### config.mk
export PLATFORM = sky130hd
export DESIGN_NAME = microwireEeprom
export DESIGN_NICKNAME = d
export VERILOG_FILES = /design/src/rtl/mwPkg.sv /design/src/rtl/mwCtrl.sv /design/src/rtl/mwDatapath.sv /design/src/rtl/microwireEeprom.sv
export SDC_FILE = /design/constraint.sdc
export NUM_CORES = 2
export LEC_CHECK = 0
export BUFFER_PORTS_ARGS = -buffer_cell sky130_fd_sc_hd__buf_2
export CAP_MARGIN = 20
export CORE_ASPECT_RATIO = 0.9
export CORE_MARGIN = 3
export CORE_UTILIZATION = 30
export CTS_BUF_LIST = sky130_fd_sc_hd__clkbuf_8
export DETAILED_ROUTE_END_ITERATION = 12
export SYNTH_ARGS = -nofsm -noshare
export SYNTH_HDL_FRONTEND = slang
export SYNTH_HIERARCHICAL = 1
export SYNTH_SLANG_ARGS = --single-unit
export TNS_END_PERCENT = 1
### constraint.sdc
create_clock -name clk -period 4.2 [get_ports clk]
set_clock_uncertainty 0.05 [all_clocks]
set_input_delay 1.05 -clock clk [delete_from_list [all_inputs] [get_ports clk]]
set_output_delay 1.05 -clock clk [all_outputs]
set_load 0.01 [all_outputs]
### src/rtl/mwPkg.sv
package mwPkg;
  typedef enum logic [2:0] {
    PH_IDLE,
    PH_CMD,
    PH_WDATA,
    PH_READ,
    PH_SINK
  } phase_t;

  typedef struct packed {
    logic shiftIn;
    logic latchAddr;
    logic loadRead;
    logic shiftOut;
    logic loadNext;
    logic writeMem;
    logic readMode;
    logic ready;
  } strobes_t;

  localparam logic [1:0] OP_MISC  = 2'b00;
  localparam logic [1:0] OP_WRITE = 2'b01;
  localparam logic [1:0] OP_READ  = 2'b10;
endpackage

### src/rtl/mwCtrl.sv
module mwCtrl
  import mwPkg::*;
#(
  parameter int ADDR_W      = 6,
  parameter int DATA_W      = 16,
  parameter int BUSY_CYCLES = 200
) (
  input  logic              clk,
  input  logic              rstN,
  input  logic              chipSel,
  input  logic              serClk,
  input  logic              serIn,
  input  logic [ADDR_W+1:0] cmdWord,
  output strobes_t          strb,
  output phase_t            phase,
  output logic              sclkRise,
  output logic              wen,
  output logic              busy
);
  localparam int CMD_W  = ADDR_W + 2;
  localparam int CNT_W  = $clog2(DATA_W) + 1;
  localparam int BUSY_W = $clog2(BUSY_CYCLES + 1);

  logic              serClkQ;
  logic [CNT_W-1:0]  cnt, nCnt;
  logic [BUSY_W-1:0] busyCnt;
  phase_t            nPhase;
  logic              nWen, startBusy;
  logic [1:0]        opCode, modeBits;

  assign sclkRise = serClk & ~serClkQ;
  assign busy     = (busyCnt != '0);
  assign opCode   = cmdWord[CMD_W-1 -: 2];
  assign modeBits = cmdWord[ADDR_W-1 -: 2];

  always_comb begin
    strb          = '0;
    strb.readMode = (phase == PH_READ);
    strb.ready    = ~busy;
    nPhase        = phase;
    nCnt          = cnt;
    nWen          = wen;
    startBusy     = 1'b0;
    if (!chipSel) begin
      nPhase = PH_IDLE;
      nCnt   = '0;
    end else if (sclkRise) begin
      unique case (phase)
        PH_IDLE: if (serIn && !busy) begin
          nPhase = PH_CMD;
          nCnt   = '0;
        end
        PH_CMD: begin
          strb.shiftIn = 1'b1;
          nCnt = cnt + 1'b1;
          if (cnt == CNT_W'(CMD_W - 1)) begin
            nCnt = '0;
            nPhase = PH_SINK;
            if (opCode == OP_READ) begin
              strb.loadRead  = 1'b1;
              strb.latchAddr = 1'b1;
              nPhase = PH_READ;
            end else if (opCode == OP_WRITE) begin
              strb.latchAddr = 1'b1;
              nPhase = PH_WDATA;
            end else if (opCode == OP_MISC) begin
              if (modeBits == 2'b11) nWen = 1'b1;
              else if (modeBits == 2'b00) nWen = 1'b0;
            end
          end
        end
        PH_WDATA: begin
          strb.shiftIn = 1'b1;
          nCnt = cnt + 1'b1;
          if (cnt == CNT_W'(DATA_W - 1)) begin
            nPhase = PH_SINK;
            if (wen) begin
              strb.writeMem = 1'b1;
              startBusy = 1'b1;
            end
          end
        end
        PH_READ: begin
          if (cnt == CNT_W'(DATA_W - 1)) begin
            strb.loadNext = 1'b1;
            nCnt = '0;
          end else begin
            strb.shiftOut = 1'b1;
            nCnt = cnt + 1'b1;
          end
        end
        default: ;
      endcase
    end
  end

  always_ff @(posedge clk) begin
    if (!rstN) begin
      serClkQ <= 1'b0;
      phase   <= PH_IDLE;
      cnt     <= '0;
      wen     <= 1'b0;
      busyCnt <= '0;
    end else begin
      serClkQ <= serClk;
      phase   <= nPhase;
      cnt     <= nCnt;
      wen     <= nWen;
      if (startBusy) busyCnt <= BUSY_W'(BUSY_CYCLES);
      else if (busy) busyCnt <= busyCnt - 1'b1;
    end
  end
endmodule

### src/rtl/mwDatapath.sv
module mwDatapath
  import mwPkg::*;
#(
  parameter int ADDR_W = 6,
  parameter int DATA_W = 16
) (
  input  logic              clk,
  input  logic              rstN,
  input  logic              serIn,
  input  strobes_t          strb,
  output logic [ADDR_W+1:0] cmdWord,
  output logic              serOut
);
  localparam int CMD_W = ADDR_W + 2;
  localparam int DEPTH = 1 << ADDR_W;

  logic [DATA_W-1:0] mem [DEPTH];
  logic [DATA_W-1:0] inShift, dataSh, wrData;
  logic [ADDR_W-1:0] addr, addrNext;
  logic              outBit;

  assign cmdWord  = {inShift[CMD_W-2:0], serIn};
  assign wrData   = {inShift[DATA_W-2:0], serIn};
  assign addrNext = addr + 1'b1;
  assign serOut   = strb.readMode ? outBit : strb.ready;

  always_ff @(posedge clk) begin
    if (!rstN) begin
      inShift <= '0;
      dataSh  <= '0;
      addr    <= '0;
      outBit  <= 1'b0;
      for (int i = 0; i < DEPTH; i++) mem[i] <= '0;
    end else begin
      if (strb.shiftIn) inShift <= wrData;
      if (strb.latchAddr) addr <= cmdWord[ADDR_W-1:0];
      if (strb.loadRead) begin
        outBit <= 1'b0;
        dataSh <= mem[cmdWord[ADDR_W-1:0]];
      end
      if (strb.shiftOut) begin
        outBit <= dataSh[DATA_W-1];
        dataSh <= dataSh << 1;
      end
      if (strb.loadNext) begin
        outBit <= dataSh[DATA_W-1];
        dataSh <= mem[addrNext];
        addr   <= addrNext;
      end
      if (strb.writeMem) mem[addr] <= wrData;
    end
  end
endmodule

### src/rtl/microwireEeprom.sv
module microwireEeprom
  import mwPkg::*;
#(
  parameter int ADDR_W      = 6,
  parameter int DATA_W      = 16,
  parameter int BUSY_CYCLES = 200
) (
  input  logic clk,
  input  logic rstN,
  input  logic chipSel,
  input  logic serClk,
  input  logic serIn,
  output logic serOut
);
  strobes_t          strb;
  phase_t            phase;
  logic              sclkRise, wen, busy;
  logic [ADDR_W+1:0] cmdWord;

  mwCtrl #(.ADDR_W(ADDR_W), .DATA_W(DATA_W), .BUSY_CYCLES(BUSY_CYCLES)) uCtrl (
    .clk(clk), .rstN(rstN), .chipSel(chipSel), .serClk(serClk), .serIn(serIn),
    .cmdWord(cmdWord), .strb(strb), .phase(phase), .sclkRise(sclkRise),
    .wen(wen), .busy(busy)
  );

  mwDatapath #(.ADDR_W(ADDR_W), .DATA_W(DATA_W)) uData (
    .clk(clk), .rstN(rstN), .serIn(serIn), .strb(strb),
    .cmdWord(cmdWord), .serOut(serOut)
  );
endmodule

# After elaboration in Yosys (flattened, before gate mapping)
# Memory sizes are Yosys's and may differ from the RTL's.
# Cells that the tools add are included.
[classes]
n_addsub = 3
eq_ne = 11
mux = 46
bitwise = 6
n_reduce_logical = 19
[op_table]
columns = ["op", "count"]
rows = [
  ["16-bit 2-to-1 mux", 4],
  ["6-bit 2-to-1 mux", 5],
  ["1-bit 2-to-1 mux", 22],
  ["5-bit one-hot mux with 4 select lines", 1],
  ["8-bit 2-to-1 mux", 2],
  ["16-bit OR reduction", 1],
  ["3-bit 2-to-1 mux", 5],
  ["5-bit 2-to-1 mux", 3],
  ["3-bit one-hot mux with 3 select lines", 1],
  ["8-bit AND reduction", 1],
  ["8-bit nonzero test", 1],
  ["8-bit by 1-bit subtractor with 8-bit output, second input constant", 1],
  ["6-bit by 1-bit adder with 6-bit output, second input constant", 1],
  ["3-bit by 2-bit equality test with 1-bit output, second input constant", 2],
  ["2-bit 2-to-1 mux", 3],
  ["2-bit by 1-bit != test with 1-bit output, second input constant", 3],
  ["2-bit nonzero test", 3],
  ["3-bit nonzero test", 2],
  ["5-bit by 1-bit adder with 5-bit output, second input constant", 1],
  ["5-bit by 3-bit equality test with 1-bit output, second input constant", 1],
  ["5-bit by 4-bit equality test with 1-bit output, second input constant", 1],
  ["1-bit inverter", 5],
  ["5-bit AND reduction", 1],
  ["2-bit equality test, second input constant", 2],
  ["11 further kinds", 13],
]
[word_totals]
reg_bits = 56
ram_bits = 1024
output_inout_bits = 1
n_memories = 1
[memory_table]
columns = ["name", "depth", "width", "read_ports", "rd_clocked_by_memory_dff", "write_ports", "line", "source"]
rows = [
  ["uData.mem", 64, 16, 2, 0, 64, "mwDatapath.sv:17", "logic [DATA_W-1:0] mem [DEPTH];"],
]

# Logic depth before layout (Yosys ltp)
[logic_depth]
word_depth = 12
depth_mapped = 15
ltp_nobuf = 13

# Cells and area by module
# The synthesis kept the hierarchy.
[modules_own_cells]
columns = ["module", "n_inst", "cells_each", "area_per_inst_um2", "seq_area_each_um2"]
rows = [
  ["mwDatapath", 1, 3802, 57113.5, 31510.2],
  ["mwCtrl", 1, 142, 1172.4, 360.3],
]

# Least setup slack after synthesis
# No wires, ideal clock.
[synth_timing]
path_kind = "input -> register"
start = "in serClk"
end = "mem uData.mem[18][0] (enable)"
setup_ps = 411
t_arrival_ps = 3839
required_ps = 3739
slack_ps = -100
path_stages = 8
path_buffers = 2
cell_sequence = "nor4bb_1 > nand4_1 > inv_1 > nand2_1 > or3_1 > clkbuf_1 > buf_1 > o21ai_0"
[synth_rtl]
columns = ["item", "line", "source"]
rows = [
  ["start, declared", "microwireEeprom.sv:11", "input logic serClk,"],
  ["end, declared", "mwDatapath.sv:17", ""],
]

==> metrics <==
clock root cell=clkbuf_8; initial DRC count=approximately 5200; router iterations before antenna repair=8; crit path max fanout=6; Vias/cell=roughly 5.6; outcome=complete, no violations; Ys Warns=6; Worst-Margin Slew=about 1100 ps; Setup WS post-layout=between 300 and 400 ps; R2R setup slack=~540 ps; Syn Nets=3953; RSZ-0062 raised after global routing=no; Req. time, crit path=3100 ps; Mapped Cells=between 3000 and 4000; initial antenna violation count=11; period utilization=0.912; TritonCTS Buffers=185; max_slew headroom=0.267; CP Capture Type=output pin; wire length per cell after detailed routing=28.9 um; via count=37883; kind of critical path=flop to output pin; H-tree depth=4; CTS resizes=0; Final Hold Fails=0; Pleak=21.7 nW; CTS Sinks=around 1100; Cell Area, Placed=63000 um^2; Fmax=approximately 260 MHz; Area Growth Syn to Fin=14.0%; I/O pin total=6; vias in the first global route=37334; max-cap viol count=0; Initial Util=0.304; global route overflow=0; port bufs=5; share of cells above drive strength 1=0.304; gpl congestion=0.978; Clk Latency, worst-skew pair=940 ps; hold_buf cts=0; maximum vdd drop=314 uV; CP Data Arrival Time=2730 ps; die area=around 200000 um^2; Max clock buf depth=3; sum of routed wire length over all layers=between 150 and 200 mm; most frequent cells in the layout=edfxtp_1, and2_1, mux4_2; number of nets in the layout=4053; commonest non-fill, non-tap cell in the layout=edfxtp_1; post-route cell area=66400 um^2; CTS tree=done; drt drc=0; Core Rows=152; pin count of the biggest net entering global routing=140; Tot GR Track Use=0.192; first-pass GRT wire length=279 mm; PwrDens=356 nW/um^2; Hold Path Class=primary input to flop; dpl hpwl=approximately 130 mm; Fillers=18183; Core Area=~190000 um^2; clk slew on worst S/H paths=60 ps; Mapped Avg Cell Area=14.8 um^2; critical path startpoint category=flop; postcts setup bufs=0; die width=~470 um; Chip Height=424 um; Syn Std Cell Area=58200 um^2; total power draw=23.6 mW; Period minus WS final=approximately 3800 ps; Slew Viols, Final=0; final setup fails=0; worst slack, placed=342 ps; Final ANT Viol Nets=0
==> power breakdown <==
part	switching (mW)	leakage [nW]	internal, mW
sequential	0.320	10.2	12.3
combinational	0.929	9.59	0.835
clock	4.60	1.97	4.66
total	5.85	21.7	17.8
==> through the flow <==
step / std cells / TNS [ps] / hold slack (ps) / utilization
2_1_floorplan: 3939 / -11620 / 413 / -
3_3_place_gp: 6393 / 0 / 429 / 0.328
3_5_place_dp: 6393 / 0 / 448 / 0.328
4_1_cts: 6723 / 0 / 241 / 0.346
5_1_grt: 6725 / 0 / 287 / 0.346
6_report: 6727 / 0 / 320 / 0.346
==> worst max-delay path, cell delays in order (launching register included) <==
cell and delay (ps):
dfxtp_1 340, inv_1 110, ha_1 180, or2b_2 310
or3_1 470, inv_1 90, mux2_2 170, buf_2 140
==> area by class of cell <==
| type | count | area [um^2] | share of cell area |
|---|---|---|---|
| well taps | 2541 | 3180 | 0.0479 |
| clock buffers | 187 | 2570 | 0.0387 |
| multi-input cells | 2405 | 24700 | 0.371 |
| clock inverters | 143 | 880 | 0.0132 |
| repair buffers | 340 | 3130 | 0.0471 |
| inverters | 27 | 101 | 0.00153 |
| diodes | 4 | 10.0 | 0.000151 |
| flip-flops and latches | 1080 | 31900 | 0.480 |
==> registers in the layout, indices dropped and copies added, names as in the netlist <==
signal / flops
uCtrl/busyCnt: 8
uCtrl/cnt: 5
uCtrl/phase: 3
uCtrl/serClkQ: 1
uCtrl/wen: 1
uData/addr: 6
uData/dataSh: 16
uData/inShift: 15
uData/mem: 1024
uData/outBit: 1
==> per-layer routing <==
layer  track usage  vias to the layer above  wire [um]
met5             0                        -          1
met4        0.0641                        2       6160
met3        0.0563                      338      24200
met2         0.277                     2358      83900
met1         0.274                    19784      80100
li1              -                    15401          -
==> worst paths after layout <==
check | start | endpoint | cells after the start
min reg2reg | uCtrl/cnt[1] | uCtrl/cnt[1] | 2
min | serClk | uCtrl/serClkQ | 2
max | uCtrl/busyCnt[0] | serOut | 7
max reg2reg | uData/addr[2] | uData/dataSh[8] | 8
No activity file was read; power rests on OpenSTA's default activity.
